File: config.mk
export PLATFORM = sky130hd
export DESIGN_NAME = sa2_cache_ctrl
export DESIGN_NICKNAME = d
export VERILOG_FILES = /design/src/rtl/sa2_cache_pkg.sv /design/src/rtl/sa2_way_store.sv /design/src/rtl/sa2_tag_match.sv /design/src/rtl/sa2_victim_pick.sv /design/src/rtl/sa2_stat_counters.sv /design/src/rtl/sa2_cache_ctrl.sv
export SDC_FILE = /design/constraint.sdc
export NUM_CORES = 1
export LEC_CHECK = 0
export BUFFER_PORTS_ARGS = -buffer_cell sky130_fd_sc_hd__buf_2
export CAP_MARGIN = 20
export CORE_UTILIZATION = 40
export CTS_CLUSTER_SIZE = 30
export DETAILED_ROUTE_END_ITERATION = 10
export GPL_TIMING_DRIVEN = 0
export HOLD_SLACK_MARGIN = 0.06
export MAX_ROUTING_LAYER = met4
export SYNTH_ARGS = -nofsm -noshare
export SYNTH_HDL_FRONTEND = slang
export SYNTH_SLANG_ARGS = --single-unit
File: constraint.sdc
create_clock -name clk -period 8.9 [get_ports clk]
set_clock_uncertainty 0.2 [all_clocks]
set_input_delay 0.445 -clock clk [delete_from_list [all_inputs] [get_ports clk]]
set_output_delay 0.445 -clock clk [all_outputs]
set_load 0.005 [all_outputs]
File: src/rtl/sa2_cache_pkg.sv
package sa2_cache_pkg;
   localparam int WAYS       = 2;
   localparam int BYTE_OFF_W = 2;

   typedef enum logic [1:0] {
      ST_IDLE  = 2'd0,
      ST_FILL  = 2'd1,
      ST_WRITE = 2'd2
   } ctl_state_t;
endpackage

File: src/rtl/sa2_way_store.sv
// One way: valid flags, tags and data words for every set.
module sa2_way_store #(
   parameter int SETS   = 4,
   parameter int TAG_W  = 12,
   parameter int DATA_W = 32,
   localparam int IDX_W = $clog2(SETS)
) (
   input  logic              clk,
   input  logic              rst_n,
   input  logic [IDX_W-1:0]  rd_idx,
   output logic              rd_valid,
   output logic [TAG_W-1:0]  rd_tag,
   output logic [DATA_W-1:0] rd_data,
   input  logic              wr_en,
   input  logic [IDX_W-1:0]  wr_idx,
   input  logic [TAG_W-1:0]  wr_tag,
   input  logic [DATA_W-1:0] wr_data
);
   logic [SETS-1:0]   valid_q;
   logic [TAG_W-1:0]  tag_q  [SETS];
   logic [DATA_W-1:0] data_q [SETS];

   always_ff @(posedge clk) begin
      if (!rst_n) begin
         valid_q <= '0;
         for (int s = 0; s < SETS; s++) begin
            tag_q[s]  <= '0;
            data_q[s] <= '0;
         end
      end else if (wr_en) begin
         valid_q[wr_idx] <= 1'b1;
         tag_q[wr_idx]   <= wr_tag;
         data_q[wr_idx]  <= wr_data;
      end
   end

   assign rd_valid = valid_q[rd_idx];
   assign rd_tag   = tag_q[rd_idx];
   assign rd_data  = data_q[rd_idx];
endmodule

File: src/rtl/sa2_tag_match.sv
// Parallel tag compare over all ways, data select after the compare.
module sa2_tag_match #(
   parameter int TAG_W  = 12,
   parameter int DATA_W = 32,
   parameter int WAYS   = 2
) (
   input  logic [WAYS-1:0]   valid,
   input  logic [TAG_W-1:0]  tags  [WAYS],
   input  logic [DATA_W-1:0] words [WAYS],
   input  logic [TAG_W-1:0]  look_tag,
   output logic              hit,
   output logic              hit_way,
   output logic [DATA_W-1:0] hit_data
);
   logic [WAYS-1:0] match;

   for (genvar w = 0; w < WAYS; w++) begin : g_cmp
      assign match[w] = valid[w] && (tags[w] == look_tag);
   end

   always_comb begin
      hit      = 1'b0;
      hit_way  = 1'b0;
      hit_data = '0;
      for (int w = 0; w < WAYS; w++) begin
         if (match[w]) begin
            hit      = 1'b1;
            hit_way  = w[0];
            hit_data = words[w];
         end
      end
   end
endmodule

File: src/rtl/sa2_victim_pick.sv
// Replacement choice: invalid way first (way 0 before way 1), else not-most-recent.
module sa2_victim_pick (
   input  logic [1:0] valid,
   input  logic       mru_way,
   output logic       victim
);
   always_comb begin
      if (!valid[0])      victim = 1'b0;
      else if (!valid[1]) victim = 1'b1;
      else                victim = ~mru_way;
   end
endmodule

File: src/rtl/sa2_stat_counters.sv
module sa2_stat_counters #(
   parameter int CNT_W = 16
) (
   input  logic             clk,
   input  logic             rst_n,
   input  logic             hit_evt,
   input  logic             miss_evt,
   output logic [CNT_W-1:0] hit_count,
   output logic [CNT_W-1:0] miss_count
);
   always_ff @(posedge clk) begin
      if (!rst_n) begin
         hit_count  <= '0;
         miss_count <= '0;
      end else begin
         if (hit_evt)  hit_count  <= hit_count + 1'b1;
         if (miss_evt) miss_count <= miss_count + 1'b1;
      end
   end
endmodule

File: src/rtl/sa2_cache_ctrl.sv
module sa2_cache_ctrl
   import sa2_cache_pkg::*;
#(
   parameter int ADDR_W = 16,
   parameter int SETS   = 4,
   parameter int DATA_W = 32,
   parameter int CNT_W  = 16
) (
   input  logic              clk,
   input  logic              rst_n,
   input  logic              cpu_req,
   input  logic              cpu_we,
   input  logic [ADDR_W-1:0] cpu_addr,
   input  logic [DATA_W-1:0] cpu_wdata,
   output logic              cpu_busy,
   output logic              cpu_done,
   output logic              cpu_hit,
   output logic              cpu_miss,
   output logic [DATA_W-1:0] cpu_rdata,
   output logic              mem_req,
   output logic              mem_we,
   output logic [ADDR_W-1:0] mem_addr,
   output logic [DATA_W-1:0] mem_wdata,
   input  logic              mem_ready,
   input  logic [DATA_W-1:0] mem_rdata,
   output logic [CNT_W-1:0]  hit_count,
   output logic [CNT_W-1:0]  miss_count
);
   localparam int IDX_W = $clog2(SETS);
   localparam int TAG_W = ADDR_W - BYTE_OFF_W - IDX_W;
   localparam int IDX_LO = BYTE_OFF_W;
   localparam int TAG_LO = BYTE_OFF_W + IDX_W;

   // elaboration-time parameter checks
   if (SETS < 2 || (SETS & (SETS - 1)) != 0) begin : g_bad_sets
      $error("SETS must be a power of two and at least 2");
   end
   if (TAG_W < 1) begin : g_bad_addr
      $error("ADDR_W leaves no tag bits");
   end
   if (DATA_W != 32) begin : g_bad_data
      $error("DATA_W must be 32 to match the 2-bit byte offset");
   end
   if (CNT_W < 1) begin : g_bad_cnt
      $error("CNT_W must be positive");
   end

   ctl_state_t        state_q;
   logic [ADDR_W-1:0] req_addr_q;
   logic [DATA_W-1:0] req_wdata_q;
   logic              req_hit_q;
   logic [SETS-1:0]   mru_q;

   logic              accept;
   logic [ADDR_W-1:0] look_addr;
   logic [IDX_W-1:0]  look_idx;
   logic [TAG_W-1:0]  look_tag;

   logic [WAYS-1:0]   way_valid;
   logic [TAG_W-1:0]  way_tag  [WAYS];
   logic [DATA_W-1:0] way_data [WAYS];
   logic [WAYS-1:0]   way_wr;
   logic [DATA_W-1:0] wr_word;

   logic              lookup_hit;
   logic              hit_way;
   logic [DATA_W-1:0] hit_data;
   logic              victim;

   logic              fill_done;
   logic              write_done;
   logic              rd_hit_now;
   logic              hit_next;
   logic              miss_next;

   assign accept     = cpu_req && (state_q == ST_IDLE);
   assign look_addr  = (state_q == ST_IDLE) ? cpu_addr : req_addr_q;
   assign look_idx   = look_addr[TAG_LO-1:IDX_LO];
   assign look_tag   = look_addr[ADDR_W-1:TAG_LO];

   assign fill_done  = (state_q == ST_FILL)  && mem_ready;
   assign write_done = (state_q == ST_WRITE) && mem_ready;
   assign rd_hit_now = accept && !cpu_we && lookup_hit;

   assign wr_word = (state_q == ST_FILL) ? mem_rdata : cpu_wdata;

   for (genvar w = 0; w < WAYS; w++) begin : g_way
      assign way_wr[w] = (accept && cpu_we && lookup_hit && (hit_way == w[0]))
                       || (fill_done && (victim == w[0]));

      sa2_way_store #(
         .SETS   (SETS),
         .TAG_W  (TAG_W),
         .DATA_W (DATA_W)
      ) u_store (
         .clk      (clk),
         .rst_n    (rst_n),
         .rd_idx   (look_idx),
         .rd_valid (way_valid[w]),
         .rd_tag   (way_tag[w]),
         .rd_data  (way_data[w]),
         .wr_en    (way_wr[w]),
         .wr_idx   (look_idx),
         .wr_tag   (look_tag),
         .wr_data  (wr_word)
      );
   end

   sa2_tag_match #(
      .TAG_W  (TAG_W),
      .DATA_W (DATA_W),
      .WAYS   (WAYS)
   ) u_match (
      .valid    (way_valid),
      .tags     (way_tag),
      .words    (way_data),
      .look_tag (look_tag),
      .hit      (lookup_hit),
      .hit_way  (hit_way),
      .hit_data (hit_data)
   );

   sa2_victim_pick u_victim (
      .valid   (way_valid),
      .mru_way (mru_q[look_idx]),
      .victim  (victim)
   );

   // control sequence
   always_ff @(posedge clk) begin
      if (!rst_n) begin
         state_q     <= ST_IDLE;
         req_addr_q  <= '0;
         req_wdata_q <= '0;
         req_hit_q   <= 1'b0;
      end else begin
         unique case (state_q)
            ST_IDLE: if (accept) begin
               req_addr_q  <= cpu_addr;
               req_wdata_q <= cpu_wdata;
               req_hit_q   <= lookup_hit;
               if (cpu_we)           state_q <= ST_WRITE;
               else if (!lookup_hit) state_q <= ST_FILL;
            end
            ST_FILL:  if (mem_ready) state_q <= ST_IDLE;
            ST_WRITE: if (mem_ready) state_q <= ST_IDLE;
            default:  state_q <= ST_IDLE;
         endcase
      end
   end

   // per-set recency bit: holds the way referenced last
   always_ff @(posedge clk) begin
      if (!rst_n) begin
         mru_q <= '0;
      end else if (accept && lookup_hit) begin
         mru_q[look_idx] <= hit_way;
      end else if (fill_done) begin
         mru_q[look_idx] <= victim;
      end
   end

   assign hit_next  = rd_hit_now || (write_done && req_hit_q);
   assign miss_next = fill_done  || (write_done && !req_hit_q);

   always_ff @(posedge clk) begin
      if (!rst_n) begin
         cpu_done  <= 1'b0;
         cpu_hit   <= 1'b0;
         cpu_miss  <= 1'b0;
         cpu_rdata <= '0;
      end else begin
         cpu_done <= hit_next || miss_next;
         cpu_hit  <= hit_next;
         cpu_miss <= miss_next;
         if (rd_hit_now)     cpu_rdata <= hit_data;
         else if (fill_done) cpu_rdata <= mem_rdata;
      end
   end

   sa2_stat_counters #(
      .CNT_W (CNT_W)
   ) u_stats (
      .clk        (clk),
      .rst_n      (rst_n),
      .hit_evt    (hit_next),
      .miss_evt   (miss_next),
      .hit_count  (hit_count),
      .miss_count (miss_count)
   );

   assign cpu_busy  = (state_q != ST_IDLE);
   assign mem_req   = (state_q != ST_IDLE);
   assign mem_we    = (state_q == ST_WRITE);
   assign mem_addr  = req_addr_q;
   assign mem_wdata = req_wdata_q;
endmodule

==> results of run 1 <==
## layer usage
| layer | share of wire [%] | GRT usage, % | vias to the layer above |
|---|---|---|---|
| met5 | 0 | - | - |
| met4 | 4.1 | 11.3 | 0 |
| met3 | 8.6 | 4.91 | 160 |
| met2 | 48 | 41.7 | 798 |
| met1 | 39 | 32.0 | 8047 |
| li1 | - | - | 7245 |
## worst reg2reg max path: cells and delay by family, from the launching register on
family,cells,cell delay (ns)
AO/OA/AOI/OAI,4,1.69
XOR/XNOR,1,0.35
adder cells (fa/ha/maj),1,0.19
buffers and inverters,5,1.00
flip-flops,1,0.38
AND/OR/NAND/NOR,3,1.57
## repair_timing
action,CTS,global route
endpoints found under the hold margin,50,0
hold buffers,49,0
setup buffers,0,0
## cells in the final DEF, fill, tap and decap left out, drive strengths merged, types with 7 or more instances in the layout
| master | synthesis | routed |
|---|---|---|
| a211oi | 7 | 7 |
| a21oi | 80 | 80 |
| a221oi | 19 | 19 |
| a22o | 19 | 19 |
| a32o | 12 | 12 |
| and3 | 13 | 13 |
| buf | 47 | 265 |
| bufinv | 0 | 7 |
| clkbuf | 88 | 161 |
| clkinv | 1 | 14 |
| dfxtp | 130 | 130 |
| dlygate4sd3 | 0 | 49 |
| edfxtp | 352 | 352 |
| inv | 17 | 18 |
| mux2 | 21 | 21 |
| mux2i | 77 | 77 |
| mux4 | 66 | 66 |
| nand2 | 172 | 172 |
| nand2b | 8 | 8 |
| nand3 | 27 | 27 |
| nand4 | 17 | 17 |
| nor2 | 417 | 417 |
| nor3 | 36 | 36 |
| o21a | 7 | 7 |
| o21ai | 68 | 68 |
| or2 | 14 | 14 |
| xnor2 | 29 | 29 |
| xor2 | 21 | 21 |
## power by group
group / total, mW / internal [mW] / leakage, nW / switching [mW]
registers: 2.52 / 2.49 / 4.69 / 0.0304
clock network: 2.23 / 1.32 / 0.839 / 0.909
logic: 0.656 / 0.241 / 4.50 / 0.415
total: 5.40 / 4.05 / 10.0 / 1.35
## per-stage QoR
stage | hold WS [ns] | instances
final | 0.108 | 2879
after global routing | 0.119 | 2879
after CTS | 0.0866 | 2879
after detailed placement | 0.245 | 2734
after global placement | 0.238 | 2718
after floorplan | 0.236 | 1828
## cells by family (layout without fill, tap and decap cells)
family	count (synthesis)	after routing	share of synthesized area [%]
AND/OR/NAND/NOR	735	735	14.3
flip-flops	482	482	60.9
AO/OA/AOI/OAI	239	239	7.19
multiplexers	164	164	11.8
buffers and inverters	153	516	3.52
XOR/XNOR	50	50	2.03
adder cells (fa/ha/maj)	5	5	0.289
## sequential cells by signal, summed over array words and instances, names as in the netlist
name and flops:
u_stats.miss_count 16, cpu_rdata 32, u_stats.hit_count 16, cpu_done 1, cpu_hit 1, cpu_miss 1
mem_wdata 32, g_way.u_store.data_q 256, req_hit_q 1, mru_q 4, state_q 2, g_way.u_store.valid_q 8
mem_addr 16, g_way.u_store.tag_q 96
## worst paths after layout
kind | start | end | cells past startpoint | slack (ns)
min | mem_rdata[11] | cpu_rdata[11]$_SDFFE_PN0P_ | 4 | 0.11
min reg2reg | mem_wdata[20]$_SDFFE_PN0P_ | mem_wdata[20]$_SDFFE_PN0P_ | 2 | 0.25
max reg2reg | state_q[1]$_SDFFE_PN0P_ | g_way[0].u_store.data_q[0][12]$_SDFFCE_PN0P_ | 14 | 3.24
max | state_q[1]$_SDFFE_PN0P_ | g_way[0].u_store.data_q[0][12]$_SDFFCE_PN0P_ | 14 | 3.24
## layout make-up
type                       count  area (um2)  area share (%)
timing repair buffer         267        1890            7.21
buffer                       135         693            2.65
clock buffer                  73        1430            5.46
clock inverter                23         303            1.16
sequential                   482       13200            50.3
multi-input combinational   1193        7780            29.7
inverter                      18        67.6           0.258
tap                          688         861            3.29
==> results.md, run 1 <==
- Outcome: completed
- RSZ-0062 raised after global routing: no
- Critical path launch point type: register
- # rows: 84
- CTS Buf Count: 51
- Setup TNS: 0 ns
- H-tree levels: 2
- Worst slew pin tran: 1.23 ns
- Leakage: 10.0 nW
- Synth area leaders: edfxtp_1, dfxtp_1, nor2_1
- Port bufs: between 200 and 250
- GR Util All Layers: 25.9%
- Peak supply drop: 0.142 mV
- Share of the synthesized area in the top cell type: 48.9%
- Total power: 5.40 mW
- Cells after synthesis: between 1,500 and 2,000
- # DRC: 0
- Pin count of the biggest net entering global routing: 23
- Ant diodes: 0
- Synth Flop Type: edfxtp_1
- Sequential-to-total area share from yosys stat: 60.9%
- Crit path DAT: a little under 6 ns
- DRT iter0 DRCs: approximately 1,800
- Fin crit period: 5.66 ns
- Flops & latches, synth: 482
- Reg clk slew, reported paths: 0.06 ns
- Die Area: 0.0550 mm2
- Critical path peak fanout: 19
- Yosys top cell by area: edfxtp_1
- Fraction of registers with async set/reset: 0%
- Data required time of the worst path: 9.02 ns
- Crit-path cells: inv_1 -> ha_1 -> buf_2 -> nor3b_2 -> nor2_1 -> buf_2 -> o2111ai_1 -> xor2_1 -> o2111ai_1 -> nor4_4 -> a41oi_2 -> o21ai_4 -> buf_12 -> buf_16
- Slowest stage delay, CP: 0.99 ns
- Worst Setup Path Type: register to register
- Max-Slew Margin vs Limit: 18.3%
- Top-count cell post-synth: nor2_1
- Via/cell ratio: 5.64
- Drt wl/cell: 24.2 um
- Iteration count of the initial detailed-routing pass: 7
- CTS tree: done
- GPL Wtd Cong: 0.874
- Via count: approximately 16,000
- Initial antenna violation count: 0
- Hold Crit Class: input pin to register
- Final Hold Vio Count: 0
- Clock sinks: 482
- Final Routed Wirelength: 69.6 mm
- Layout cell share with drive strength beyond 1: 20.9%
- Synth unique cells: 59
- Placed inst area: 0.0240 mm2
- Max-cap violation count: 0
- Setup-failing EPs final: 0
- Clk buf depth: 3
- Final instance area: 0.0262 mm2
- IO Count: 203
- Nets: 2,238
- Cell family with most CP delay: compound AO/OA/AOI/OAI gates
- Syn_area_per_cell: 11.8 um2
- Congestion Overflow GR: 0
- Max-slew violations: 0
- Final Cycle Share: between 60% and 70%
- Max frequency: between 150 and 200 MHz
- ANT nets after route: 0
- Final Core Density: 49.5%
- Root Driver: clkbuf_16
- Core ar.: 0.0530 mm2
- Vias in the first global route: ~16,000
- Post-route setup slack: 3.24 ns
- Die width: 234 um
- CP endpoint kind: register
- Post-synth EDFFs: 352
- Critical path's slowest cell: nor4_4
- Synth top cells by count: nor2_1, edfxtp_1, nand2_1
- First-pass GRT wire length: 101 mm
- Die height: 234 um
- DPL Wire Length: around 47 mm
- Buf/Inv on CP: 5
- Area delta synth->final: 21.2%
- Post-cts resize count: 0
- Fill cell count: 4,716
- Syn Nets: 1,918
- Power density over the cells: 206 mW/mm2
- Starting density of the core: about two fifths
- Syn Std Cell Area: ~0.022 mm2
- Worst slack, placed: 3.36 ns
- Synth warn: 0
- Clock Latency Late Sink: approximately 0.61 ns
No activity file was read; power rests on OpenSTA's default activity.
==> run 2: changes to the inputs <==
--- a/config.mk
+++ b/config.mk
@@ -5,6 +5,7 @@
 export SDC_FILE = /design/constraint.sdc
 export NUM_CORES = 1
 export LEC_CHECK = 0
+export ABC_AREA = 1
 export BUFFER_PORTS_ARGS = -buffer_cell sky130_fd_sc_hd__buf_2
 export CAP_MARGIN = 20
 export CORE_UTILIZATION = 40
==> constraint.sdc (replaced) <==
create_clock -name clk -period 5 [get_ports clk]
set_clock_uncertainty 0.2 [all_clocks]
set_input_delay 0.25 -clock clk [delete_from_list [all_inputs] [get_ports clk]]
set_output_delay 0.25 -clock clk [all_outputs]
set_load 0.005 [all_outputs]
==> results.md, run 2 <==
- Power density over the cells: 401 mW/mm2 (+94%)
- Via/cell ratio: 5.22 (-7.5%)
- Post-Synth Adder-Cell Area: 0.280% (-0.0094 points)
- Share of the synthesized area in the top cell type: 47.3% (-1.6 points)
- Starting density of the core: 40.6% (-0.26 points)
- Via count: 19,600 (+21%)
- Clock Latency Late Sink: 0.62 ns (about the same)
- Outcome: completed
- Simple-gate share of the synthesized area: 27.3% (+13 points)
- Switching pwr: 3.58 mW (+160%)
- Met1 wire length: 29.6 mm (+8.2%)
- Max-Slew Margin vs Limit: 21.5% (+3.2 points)
- Post-synthesis mux area share: 0.0448% (-12 points)
- Clk buf depth: 3 (unchanged)
- Iteration count of the initial detailed-routing pass: 6 (-1)
- Storage cell area: 0.0132 mm2 (unchanged)
- Area delta synth->final: 21.1% (about the same)
- Syn Std Cell Area: 0.0223 mm2 (+3.3%)
- Hold Crit Class: input pin to register
- Nets: 3,058 (+37%)
- Most frequent cells in the layout: nand2_1, nor2_1, edfxtp_1
- Largest family of logic cells by synthesized area: simple AND/OR/NAND/NOR gates
- Metal2 WL: 37.1 mm (+11%)
- Ant diodes: 0 (unchanged)
- CP endpoint kind: register
- ANT nets after route: 0 (unchanged)
- Core ar.: 0.0551 mm2 (+4.0%)
- Gate power share: 23.3% (+11 points)
- Max frequency: 212 MHz (+20%)
- DRT iter0 DRCs: 1,633 (-9.3%)
- Highest Signal Layer: met4
- Fraction of registers with async set/reset: 0% (unchanged)
- Crit path DAT: 4.81 ns (-0.97 ns)
- CTS tree: done
- Setup Buffers After CTS: 0 (unchanged)
- Synth area leaders: edfxtp_1, dfxtp_1, nand2_1
- H-tree levels: 2 (unchanged)
- Port bufs: 202 (unchanged)
- Synth top cells by count: nand2_1, nor2_1, edfxtp_1
- Leakage: 12.1 nW (+21%)
- Synth warn: 0 (unchanged)
- XOR/XNOR Fraction of Synth Area: 0.235% (-1.8 points)
- Synth unique cells: 39 (-34%)
- P_int: 7.26 mW (+79%)
- DPL Wire Length: 53.1 mm (+12%)
- Initial antenna violation count: 0 (unchanged)
- Post-synth EDFFs: 352 (unchanged)
- Critical path launch point type: register
- CTS Buf Count: 50 (-2.0%)
- GPL Wtd Cong: 0.944 (+8.0%)
- Met3 routed WL: 4.74 mm (-21%)
- Top-count cell post-synth: nand2_1
- Post-synthesis compound-gate area fraction: 6.19% (-1.0 points)
- Critical path peak fanout: 31 (+12)
- Data required time of the worst path: 5.10 ns (-3.92 ns)
- Die width: 238 um (+1.6%)
- Synth Flop Type: edfxtp_1
- Final Hold Vio Count: 0 (unchanged)
- Max FFs per register: 256 (unchanged)
- Congestion Overflow GR: 0 (unchanged)
- Fin crit period: 4.71 ns (-0.952 ns)
- Yosys top cell by area: edfxtp_1
- Reg clk slew, reported paths: 0.06 ns (about the same)
- Worst slew pin tran: 1.18 ns (-0.0480 ns)
- Max-cap violation count: 0 (unchanged)
- Area of the multi-input gates: 0.00768 mm2 (-1.3%)
- Flops & latches, synth: 482 (unchanged)
- Sequential-to-total area share from yosys stat: 59.0% (-2.0 points)
- Die Area: 0.0568 mm2 (+3.3%)
- Commonest non-fill, non-tap cell in the layout: nand2_1
- Final Routed Wirelength: 75.1 mm (+7.8%)
- # rows: 86 (+2.4%)
- Syn_area_per_cell: 8.55 um2 (-28%)
- Root Driver: clkbuf_16
- Layout cell share with drive strength beyond 1: 12.0% (-8.9 points)
- Vias in the first global route: 18,900 (+19%)
- Final Core Density: 49.1% (-0.35 points)
- # DRC: 0 (unchanged)
- Max-slew violations: 0 (unchanged)
- Sequential Power Share: 42.5% (-4.1 points)
- First-pass GRT wire length: 110 mm (+9.7%)
- Clock Power Share: 34.2% (-7.1 points)
- Peak supply drop: 0.278 mV (+95%)
- GR Util All Layers: 26.7% (+0.73 points)
- Setup-failing EPs final: 0 (unchanged)
- Syn Nets: 2,703 (+41%)
- Cells after synthesis: 2,613 (+43%)
- Pin count of the biggest net entering global routing: 33 (+43%)
- IO Count: 203 (unchanged)
- Clock sinks: 482 (unchanged)
- Sw frac: 33.0% (+7.9 points)
- Fill cell count: 5,398 (+14%)
- Die height: 238 um (+1.6%)
- Final Cycle Share: 94.2% (+31 points)
- Total power: 10.8 mW (+100%)
- Biggest register: g_way.u_store.data_q
- RSZ-0062 raised after global routing: no
- Worst Setup Path Type: register to register
- Drt wl/cell: 20.0 um (-17%)
- Largest registers: g_way.u_store.data_q x256, g_way.u_store.tag_q x96
run 2: cell types whose count changed after synthesis, moves of 25 or more:
cell,before,now
a21oi_1,80,34
nor3_1,36,11
inv_1,17,230
nand2_1,172,686
nor2_1,417,478
mux4_2,65,0
nand3_1,27,294
a22oi_1,0,73
mux2i_1,73,1
run 2: worst max-delay path, stage by stage (launching register included):
cell and delay [ns]:
dfxtp_1 0.31, inv_1 0.09, ha_1 0.21, buf_4 0.20, buf_2 0.25, nand2_1 0.08
o21ai_1 0.33, inv_2 0.25, nand2_1 0.17, nand2_1 0.06, nor2_1 0.08, nand2_1 0.06
nor2_1 0.20, nand3_1 0.19, o21ai_4 0.40, nand3_2 0.23, clkbuf_1 0.39, nand2_4 0.36
buf_12 0.27
run 2: path summary, 6_finish.rpt:
check	start	end	slack, ns	depth (start not counted)
max	state_q[0]$_SDFFE_PN0P_	g_way[1].u_store.data_q[0][21]$_SDFFCE_PN0P_	0.29	18
min	cpu_req	cpu_rdata[19]$_SDFFE_PN0P_	0.22	8
max reg2reg	state_q[0]$_SDFFE_PN0P_	g_way[1].u_store.data_q[0][21]$_SDFFCE_PN0P_	0.29	18
min reg2reg	g_way[1].u_store.valid_q[1]$_SDFFE_PN0P_	g_way[1].u_store.valid_q[1]$_SDFFE_PN0P_	0.25	2
run 2: stage by stage:
| stage | hold WS (ns) | instances | TNS [ns] | cell area [um2] | setup slack [ns] |
|---|---|---|---|---|---|
| global route | 0.257 | 3758 | 0 | 27100 | 0.0564 |
| global placement | 0.231 | 3563 | -347.67 | 24300 | -1.16 |
| floorplan | 0.195 | 2613 | 0 | 22300 | 0.961 |
| detailed placement | 0.236 | 3571 | -4.55 | 24500 | -0.0556 |
| finish | 0.218 | 3758 | 0 | 27100 | 0.291 |
| CTS | 0.181 | 3758 | 0 | 27000 | 0.129 |
run 2: repair_timing:
item	in CTS	in global routing
hold buffers	93	0
endpoints found under the hold margin	86	0
endpoints found under the setup margin	96	219
gates resized for setup	1	11
run 2: cell families (layout without fill, tap and decap cells):
kind of cell,count (synthesis),after routing
AO/OA/AOI/OAI,227,227
buffers and inverters,396,793
flip-flops,482,482
AND/OR/NAND/NOR,1496,1496
multiplexers,1,1
XOR/XNOR,6,6
adder cells (fa/ha/maj),5,5
run 2: area by class of cell:
| type | count | share of cell area, % |
|---|---|---|
| sequential | 482 | 48.7 |
| multi-input combinational | 1735 | 28.4 |
| timing repair buffer | 303 | 7.77 |
| clock buffer | 68 | 5.03 |
| tap | 748 | 3.46 |
| inverter | 245 | 3.40 |
| buffer | 151 | 2.39 |
| clock inverter | 26 | 0.879 |
run 2: power groups by stage:
stage	clock network (mW)	logic [mW]	registers, mW
3_5_place_dp	0	2.42	4.69
4_1_cts	3.74	2.50	4.60
3_3_place_gp	0	2.38	4.69
5_1_grt	3.89	2.75	4.62
2_1_floorplan	0	1.42	4.68
6_report	3.70	2.53	4.60
run 2: per-layer routing:
layer / up-vias / global-route usage (%)
li1: 9276 / -
met1: 9382 / 32.2
met2: 788 / 44.5
met3: 178 / 3.16
met4: 0 / 12.6
met5: - / -
